--- src/rtl/cbx_pkg.sv ---
package cbx_pkg;

  typedef enum logic [2:0] {
    ST_IDLE,
    ST_BG,
    ST_INV,
    ST_RST,
    ST_RDI,
    ST_RDW,
    ST_CMP
  } cbx_state_e;

  // Alternating background value for a cell in a given polarity.
  function automatic logic bg_bit(input logic row0, input logic col0, input logic pol);
    return row0 ^ col0 ^ pol;
  endfunction

endpackage

--- src/rtl/cbx_step_ctr.sv ---
module cbx_step_ctr #(
  parameter int LIMIT = 8,
  localparam int W = (LIMIT > 1) ? $clog2(LIMIT) : 1
) (
  input  logic         clk,
  input  logic         rst,
  input  logic         clr,
  input  logic         inc,
  output logic [W-1:0] q,
  output logic         last
);

  assign last = (q == W'(LIMIT - 1));

  always_ff @(posedge clk) begin
    if (rst || clr) begin
      q <= '0;
    end else if (inc) begin
      q <= last ? '0 : q + W'(1);
    end
  end

  // Counter never leaves its range (addresses stay inside the array).
  assert_ctr_range_R3: assert property (@(posedge clk) disable iff (rst)
    int'(q) <= LIMIT - 1);

endmodule

--- src/rtl/cbx_fail_log.sv ---
module cbx_fail_log #(
  parameter int RW = 3,
  parameter int CW = 3
) (
  input  logic          clk,
  input  logic          rst,
  input  logic          clr,
  input  logic          hit,
  input  logic [RW-1:0] hit_row,
  input  logic [CW-1:0] hit_col,
  output logic          fail,
  output logic [RW-1:0] fail_row,
  output logic [CW-1:0] fail_col
);

  always_ff @(posedge clk) begin
    if (rst || clr) begin
      fail     <= 1'b0;
      fail_row <= '0;
      fail_col <= '0;
    end else if (hit && !fail) begin
      fail     <= 1'b1;
      fail_row <= hit_row;
      fail_col <= hit_col;
    end
  end

  // First failing address is held until the next run clears it.
  assert_first_hold_R6: assert property (@(posedge clk) disable iff (rst)
    (fail && !clr) |=> (fail && $stable(fail_row) && $stable(fail_col)));

  assert_hit_sets_R6: assert property (@(posedge clk) disable iff (rst)
    (hit && !clr) |=> fail);

endmodule

--- src/rtl/cbx_xtalk_bist.sv ---
module cbx_xtalk_bist #(
  parameter int ROWS    = 8,
  parameter int COLS    = 8,
  parameter int TOGGLES = 2,
  localparam int RW = $clog2(ROWS),
  localparam int CW = $clog2(COLS)
) (
  input  logic          clk,
  input  logic          rst,
  input  logic          start,
  input  logic          stop_on_fail,
  output logic [RW-1:0] mem_row,
  output logic [CW-1:0] mem_col,
  output logic          mem_wdata,
  output logic          mem_we,
  output logic          mem_re,
  input  logic          mem_rdata,
  output logic          done,
  output logic          fail,
  output logic [RW-1:0] fail_row,
  output logic [CW-1:0] fail_col
);
  import cbx_pkg::*;

  localparam int TW  = (TOGGLES > 1) ? $clog2(TOGGLES) : 1;
  localparam int CWX = CW + 1;

  cbx_state_e    state;
  logic          pol;
  logic          side;     // 0: left neighbour, 1: right neighbour
  logic [RW-1:0] row_q;
  logic [CW-1:0] col_q;
  logic [TW-1:0] tog_q;
  logic          row_last, col_last, tog_last;
  logic          ctr_clr, row_inc, col_inc, tog_inc;
  logic          has_right, has_left;
  logic [CW-1:0] agg_col;
  logic          agg_bg, vic_bg;
  logic          cmp_mis, halt, grid_end;

  // ---------------------------------------------------------------------------
  // Address walkers: one for rows, one shared by background columns and victim
  // columns, one for toggle repetitions.
  // ---------------------------------------------------------------------------
  cbx_step_ctr #(.LIMIT(ROWS)) u_row_ctr (
    .clk(clk), .rst(rst), .clr(ctr_clr), .inc(row_inc), .q(row_q), .last(row_last)
  );

  cbx_step_ctr #(.LIMIT(COLS)) u_col_ctr (
    .clk(clk), .rst(rst), .clr(ctr_clr), .inc(col_inc), .q(col_q), .last(col_last)
  );

  cbx_step_ctr #(.LIMIT(TOGGLES)) u_tog_ctr (
    .clk(clk), .rst(rst), .clr(ctr_clr), .inc(tog_inc), .q(tog_q), .last(tog_last)
  );

  // ---------------------------------------------------------------------------
  // Neighbour selection and pattern values
  // ---------------------------------------------------------------------------
  assign has_right = !col_last;
  assign has_left  = (col_q != '0);
  assign agg_col   = side ? (col_q + CW'(1)) : (col_q - CW'(1));
  assign agg_bg    = bg_bit(row_q[0], agg_col[0], pol);
  assign vic_bg    = bg_bit(row_q[0], col_q[0], pol);
  assign cmp_mis   = (state == ST_CMP) && (mem_rdata != vic_bg);
  assign halt      = cmp_mis && stop_on_fail;
  assign grid_end  = row_last && col_last;

  always_comb begin
    ctr_clr = 1'b0;
    row_inc = 1'b0;
    col_inc = 1'b0;
    tog_inc = 1'b0;
    unique case (state)
      ST_IDLE: ctr_clr = start;
      ST_BG: begin
        col_inc = 1'b1;
        row_inc = col_last;
      end
      ST_RST:  tog_inc = !((side == 1'b0) && has_right);
      ST_CMP: begin
        if (!halt) begin
          row_inc = 1'b1;
          col_inc = row_last;
        end
      end
      default: ;
    endcase
  end

  // ---------------------------------------------------------------------------
  // Sequencer with registered memory commands
  // ---------------------------------------------------------------------------
  always_ff @(posedge clk) begin
    if (rst) begin
      state     <= ST_IDLE;
      pol       <= 1'b0;
      side      <= 1'b0;
      mem_row   <= '0;
      mem_col   <= '0;
      mem_wdata <= 1'b0;
      mem_we    <= 1'b0;
      mem_re    <= 1'b0;
      done      <= 1'b0;
    end else begin
      mem_we <= 1'b0;
      mem_re <= 1'b0;
      unique case (state)
        ST_IDLE: begin
          if (start) begin
            state <= ST_BG;
            pol   <= 1'b0;
            done  <= 1'b0;
          end
        end
        ST_BG: begin
          mem_row   <= row_q;
          mem_col   <= col_q;
          mem_wdata <= vic_bg;
          mem_we    <= 1'b1;
          if (grid_end) begin
            state <= ST_INV;
            side  <= 1'b1;          // column 0 has only a right neighbour
          end
        end
        ST_INV: begin
          mem_row   <= row_q;
          mem_col   <= agg_col;
          mem_wdata <= ~agg_bg;
          mem_we    <= 1'b1;
          state     <= ST_RST;
        end
        ST_RST: begin
          mem_row   <= row_q;
          mem_col   <= agg_col;
          mem_wdata <= agg_bg;
          mem_we    <= 1'b1;
          if ((side == 1'b0) && has_right) begin
            side  <= 1'b1;
            state <= ST_INV;
          end else if (!tog_last) begin
            side  <= has_left ? 1'b0 : 1'b1;
            state <= ST_INV;
          end else begin
            state <= ST_RDI;
          end
        end
        ST_RDI: begin
          mem_row <= row_q;
          mem_col <= col_q;
          mem_re  <= 1'b1;
          state   <= ST_RDW;
        end
        ST_RDW: state <= ST_CMP;
        ST_CMP: begin
          if (halt) begin
            done  <= 1'b1;
            state <= ST_IDLE;
          end else if (grid_end) begin
            if (!pol) begin
              pol   <= 1'b1;
              state <= ST_BG;
            end else begin
              done  <= 1'b1;
              state <= ST_IDLE;
            end
          end else begin
            side  <= (row_last || has_left) ? 1'b0 : 1'b1;
            state <= ST_INV;
          end
        end
        default: state <= ST_IDLE;
      endcase
    end
  end

  // ---------------------------------------------------------------------------
  // First-mismatch capture
  // ---------------------------------------------------------------------------
  cbx_fail_log #(.RW(RW), .CW(CW)) u_fail_log (
    .clk(clk), .rst(rst),
    .clr((state == ST_IDLE) && start),
    .hit(cmp_mis), .hit_row(row_q), .hit_col(col_q),
    .fail(fail), .fail_row(fail_row), .fail_col(fail_col)
  );

  // ---------------------------------------------------------------------------
  // Assertions
  // ---------------------------------------------------------------------------
  logic [CW:0] col_x, mcol_x;
  assign col_x  = {1'b0, col_q};
  assign mcol_x = {1'b0, mem_col};

  assert_no_idle_access_R1: assert property (@(posedge clk) disable iff (rst)
    (state == ST_IDLE && !start) |=> (!mem_we && !mem_re));

  assert_victim_untouched_R3: assert property (@(posedge clk) disable iff (rst)
    ($past(state) == ST_INV || $past(state) == ST_RST) |-> (mem_we && mem_col != col_q));

  assert_neighbour_only_R4: assert property (@(posedge clk) disable iff (rst)
    ($past(state) == ST_INV) |-> ((mcol_x == col_x + CWX'(1)) || (mcol_x + CWX'(1) == col_x)));

  assert_reps_wrapped_R3: assert property (@(posedge clk) disable iff (rst)
    (state == ST_RDI) |-> (tog_q == '0));

  assert_rd_wr_excl_R5: assert property (@(posedge clk) disable iff (rst)
    !(mem_we && mem_re));

  assert_halt_R7: assert property (@(posedge clk) disable iff (rst)
    (cmp_mis && stop_on_fail) |=> (done && fail && state == ST_IDLE));

  assert_done_hold_R9: assert property (@(posedge clk) disable iff (rst)
    (done && !(state == ST_IDLE && start)) |=> done);

endmodule

--- config.mk ---
export PLATFORM = sky130hd
export DESIGN_NAME = cbx_xtalk_bist
export DESIGN_NICKNAME = d
export VERILOG_FILES = /design/src/rtl/cbx_pkg.sv /design/src/rtl/cbx_step_ctr.sv /design/src/rtl/cbx_fail_log.sv /design/src/rtl/cbx_xtalk_bist.sv
export SDC_FILE = /design/constraint.sdc
export NUM_CORES = 1
export LEC_CHECK = 0
export BUFFER_PORTS_ARGS = -buffer_cell sky130_fd_sc_hd__buf_2
export CAP_MARGIN = 20
export CORE_UTILIZATION = 35
export CTS_BUF_LIST = sky130_fd_sc_hd__clkbuf_4 sky130_fd_sc_hd__clkbuf_8 sky130_fd_sc_hd__clkbuf_16
export CTS_CLUSTER_SIZE = 10
export DETAILED_ROUTE_END_ITERATION = 12
export GPL_ROUTABILITY_DRIVEN = 0
export GPL_TIMING_DRIVEN = 0
export MAX_ROUTING_LAYER = met4
export PLACE_DENSITY_LB_ADDON = 0.3
export SETUP_SLACK_MARGIN = 0.05
export SLEW_MARGIN = 5
export SYNTH_ARGS = -nofsm -noshare
export SYNTH_HDL_FRONTEND = slang
export SYNTH_SLANG_ARGS = --single-unit
--- constraint.sdc ---
create_clock -name clk -period 5.3 [get_ports clk]
set_input_delay 0.265 -clock clk [delete_from_list [all_inputs] [get_ports clk]]
set_output_delay 0.265 -clock clk [all_outputs]
set_load 0.005 [all_outputs]
==> metrics.cfg, run 1 <==
[synthesis]
syn_nets=180
yosysTopAreaCell=dfxtp_1
seq_area_frac_synth_pct=39.2
synth_cells=169
avgSynthCellArea_um2=8.76
async_flop_share_pct=0
synth.mux.area_fraction_pct=9.55
synth_top_area_share_pct=39.2
synth_edf_count=0
synth.area.top_cells=dfxtp_1 39%, mux2i_1 8.8%, nor2_1 6.6%
synth_top_family_by_area=simple AND/OR/NAND/NOR gates
syn-cell-area_um2=1480
yosysUniqueCellTypes=41
synth_fa_ha_area_share_pct=5.07
synthFlopType=dfxtp_1
synth_seq_cells=29
synthTopCellsByCount=29 x dfxtp_1, 26 x nor2_1, 13 x mux2i_1
yosys.area_share.simple_pct=19.1
yosysMostFrequentCell=dfxtp_1
yosys_warnings=0
synth_xor_area_share_pct=6.26
synth_compound_area_share_pct=17.0

[status]
outcome=complete, no violations

[cts]
cts-root-buf=clkbuf_8
cts_sinks=29
cts_resized=0
cts_max_level=2
cts_buffers=5
clkTransAtPathRegs_ns=0.06
cts_buffer_depth=2
cts_setup_buffers=0
cts_tree=done
cts_hold_buf=0
worstSkewPairLatency_ns=0.28

[min_path]
whs_path_depth=3
worstHoldPathType=in2reg
min_from=start
whs_endpoint=u_row_ctr.q[0]

[global_routing]
grt_max_degree=11
overflow=0
antenna_found_initial=0
grt_pass1_wl_um=5580
grt_usage_pct=17.5
grt_pass1_vias=1166

[layout]
syn_to_final_growth_pct=17.2
drive_above_1_share_pct=18.3
n_antenna_cell=0
nets=207

[worst_setup_path]
critPathSlowestCell=xnor3_2
arrival_ns=2.18
criticalPathCategory=reg2reg
worstPathCellList=xnor3_2, xor2_2, nor3_4, mux2i_1, nor2_1
cp_max_fo=7
required_ns=5.45
end_kind=flop
reg2reg_depth=5
start_kind=flop
regToRegStartpoint=u_col_ctr.q[0]
cpPeakStageDelay_ns=0.57
r2r-end=u_fail_log.fail_col[0]
rrSetupSlack_ns=3.28

[pwr]
vdd_drop_max_mv=0.144
power_leakage_nw=0.697
powerDensity_nw_per_um2=264
p_sw_mw=0.109
seq_power_share_pct=49.4
swShare_pct=23.9
p_int_mw=0.348
total_power_mw=0.457
clock_power_share_pct=41.1
p_comb_share_pct=9.5

[sta]
fin_crit_sh_pct=38.2
rsz0062_at_grt=no
period_minus_slack_ns=2.02
worst_pin_slew_ns=0.566
relSlewSlack_pct=62.1
clock_skew_ns=0.00436
setup_viol=0
fmax_mhz=494
finalSetupTns_ns=0
hold_viol=0
slew_viol_final=0

[placed_design]
place.port_buffers=20
dp.final_hpwl_um=2420

[routing]
wirelength_um=3250
post_drt_wl_per_cell_um=13.1
drt_iter0_drc=76
vias=1266
vias_per_cell=5.13
drt_pass1_iterations=4
drc=0
ant_nets=0

[die]
die_x_um=67.0
dieArea_um2=4490
start_util_pct=36.7
core_um2=4030
die_height_um=67.0
row_count=23
io_pins=22

[job]
drv_cap=0

==> cells by family (layout without fill, tap and decap cells) <==
logic type | after synthesis | in the layout
buf+inv | 15 | 43
xor+xnor | 8 | 8
flops | 29 | 29
simple gates | 59 | 59
compound gates | 38 | 38
mux | 14 | 14
fa+ha+maj | 6 | 6
==> how the worst max path moves through the flow <==
| stage | cells past startpoint | slack [ns] | endpoint | from |
|---|---|---|---|---|
| floorplan | 5 | 3.55 | u_fail_log.fail_col[0] | u_col_ctr.q[0] |
| CTS | 5 | 3.24 | u_fail_log.fail_col[1] | u_col_ctr.q[0] |
| finish | 5 | 3.28 | u_fail_log.fail_col[0] | u_col_ctr.q[0] |
| global placement | 5 | 3.29 | u_fail_log.fail_row[1] | u_col_ctr.q[0] |
| global route | 5 | 3.11 | u_fail_log.fail_row[0] | u_col_ctr.q[0] |
| detailed placement | 5 | 3.25 | u_fail_log.fail_col[0] | u_col_ctr.q[0] |
==> critical path: cells and delay by family (launching register included) <==
family / cells / cell delay (ns)
xor+xnor: 2 / 0.78
flops: 1 / 0.50
mux: 1 / 0.23
simple gates: 2 / 0.38
==> stage by stage <==
step	hold slack, ns	cell area, µm²	std cells	worst slack (ns)	utilization (%)
floorplan	0.449	1480	169	3.55	-
CTS	0.347	1730	247	3.24	43.0
finish	0.358	1730	247	3.28	43.0
global route	0.350	1730	247	3.11	43.0
detailed placement	0.445	1640	239	3.25	40.8
global placement	0.451	1640	239	3.29	40.8
==> power by group through the flow <==
stage | Sequential [mW] | Clock, mW | Combinational (mW)
floorplan | 0.230 | 0 | 0.0325
global placement | 0.231 | 0 | 0.0433
detailed placement | 0.231 | 0 | 0.0434
CTS | 0.226 | 0.195 | 0.0436
global route | 0.226 | 0.210 | 0.0482
finish | 0.226 | 0.188 | 0.0434
==> sequential cells by signal (all words and copies together) (netlist names), 3 cells and up <==
| register | cells |
|---|---|
| state | 3 |
| u_col_ctr.q | 3 |
| u_row_ctr.q | 3 |
| mem_col | 3 |
| u_fail_log.fail_row | 3 |
| mem_row | 3 |
| u_fail_log.fail_col | 3 |
==> per-layer routing <==
layer	up-vias	GRT usage, %	share of wire (%)
met5	-	-	0
met4	0	6.12	1.6
met3	8	5.65	6.1
met2	46	25.1	43
met1	562	22.7	49
li1	650	-	-
==> placed cells by master, fill, tap and decap left out, drive strengths merged, types with 5 or more instances in the layout <==
master	count
dfxtp	29
nor2	26
buf	21
clkbuf	15
mux2i	13
a21oi	13
nand2	8
nor3	8
inv	7
o21ai	7
ha	6
nand3	5
==> final cells by class <==
type,instances,area (µm²)
plain buffers,8,30.0
fillers,423,2290
multi-input cells,125,843
clock buffers,8,91.3
well taps,50,62.6
repair buffers,20,100
inverters,7,26.3
flip-flops and latches,29,581
Power figures use the tool's default switching activity.
==> run 2: changes to the inputs <==
clock period = 2.1 ns   (was 5.3 ns; I/O delays follow)
==> run 2 against run 1 <==
Cell count rose by 0.81%. Largest cell class unchanged. Register-to-register slack got worse by 3.1 ns. Combinational power rose to 2.5 times the previous value. First-iteration DRC count fell by 6.6%.
==> metrics.cfg, run 2 (synthesis gave the netlist of run 1 again) <==
[layout]
nets=209
multi_input_area_um2=843
n_antenna_cell=0
fin_cells=249
layout_commonest_cell=dfxtp_1
utilization_pct=43.4
layout.area.seq_um2=582
drive_above_1_share_pct=19.6
n_fill_cell=424
final_cell_mix=28 x dfxtp_1, 26 x nor2_1, 20 x buf_2
syn_to_final_growth_pct=18.3

[sta]
slew_viol_final=0
period_minus_slack_ns=1.90
whs_ns=0.197
rsz0062_at_grt=no
clock_skew_ns=0.00419
fmax_mhz=528
hold_viol=0
finalSetupTns_ns=0
fin_crit_sh_pct=90.3
setup_viol=0
worst_pin_slew_ns=0.565
relSlewSlack_pct=62.2

[worst_setup_path]
end_kind=flop
start_kind=flop
required_ns=2.25
criticalPathCategory=reg2reg
cp_max_fo=7
arrival_ns=2.05
reg2reg_depth=6

[routing]
ant_nets=0
post_drt_wl_per_cell_um=13.2
drt_iter0_drc=71
vias_per_cell=5.09
drc=0
wirelength_um=3280
drt_pass1_iterations=4
vias=1267

[die]
die_x_um=67.0
row_count=23
die_height_um=67.0
io_pins=22
start_util_pct=36.7
dieArea_um2=4490
core_um2=4030

[cts]
cts_buffer_depth=2
worstSkewPairLatency_ns=0.28
clkTransAtPathRegs_ns=0.06
cts_sinks=29
cts_buffers=5
cts_tree=done
cts_hold_buf=0
cts_max_level=2
cts-root-buf=clkbuf_8

[pwr]
total_power_mw=1.16
vdd_drop_max_mv=0.366
power_leakage_nw=0.710
powerDensity_nw_per_um2=660

[placed_design]
dp_cells=239
place.port_buffers=20
dp.final_hpwl_um=2420

[global_routing]
grt_pass1_vias=1170
overflow=0
grt_pass1_wl_um=5580
antenna_found_initial=0
grt_usage_pct=17.5
grt_max_degree=11

[min_path]
worstHoldPathType=in2reg
whs_path_depth=3

[status]
outcome=complete, no violations

[job]
drv_cap=0

==> run 2: changes by cell type in the layout (fill, tap and decap cells not counted), sizes merged <==
cell / previous run / this run
buf: 21 / 23
==> run 2: power by group <==
part / internal (mW) / switching, mW / total, mW / leakage (nW)
combinational: 0.0453 / 0.0642 / 0.110 / 0.426
sequential: 0.560 / 0.0108 / 0.570 / 0.235
clock: 0.273 / 0.202 / 0.475 / 0.0498
==> run 2: worst max-delay path, stage by stage, from the launching register on <==
cell	delay [ns]
dfxtp_2	0.42
xnor3_2	0.53
xor2_2	0.21
nor3_4	0.21
buf_4	0.16
mux2i_1	0.18
nor2_1	0.05
==> run 2: through the flow <==
step | worst slack, ns | area, µm²
finish | 0.205 | 1750
global route | 0.0807 | 1750
CTS | 0.0703 | 1750
detailed placement | 0.0511 | 1640
global placement | 0.0900 | 1640
floorplan | 0.352 | 1480
==> run 2: path summary, 6_finish.rpt <==
path	startpoint	endpoint	slack, ns
worst max-delay path	u_col_ctr.q[0]	u_fail_log.fail_col[0]	0.20
worst min-delay path	start	u_row_ctr.q[0]	0.20
worst max register to register	u_col_ctr.q[0]	u_fail_log.fail_col[0]	0.20
worst min register to register	done	done	0.46
==> run 2: cell type report <==
cell class	instances	area share (%)
buffer	8	1.72
clock buffer	8	5.22
inverter	7	1.50
multi-input combinational	125	48.2
sequential	29	33.2
tap	50	3.57
timing repair buffer	22	6.58
==> run 2: timing repair <==
item,CTS,global route
setup endpoints to repair,4,12
pin swaps,1,0
buffers inserted,2,0
gates resized for setup,0,1
==> run 2: routing by layer <==
| metal | vias to the layer above | track usage [%] | wire length, µm |
|---|---|---|---|
| met1 | 564 | 22.7 | 1620 |
| met2 | 41 | 25.3 | 1420 |
| met5 | - | - | 0 |
| met3 | 8 | 5.65 | 187 |
| met4 | 0 | 6.12 | 51 |
| li1 | 654 | - | - |
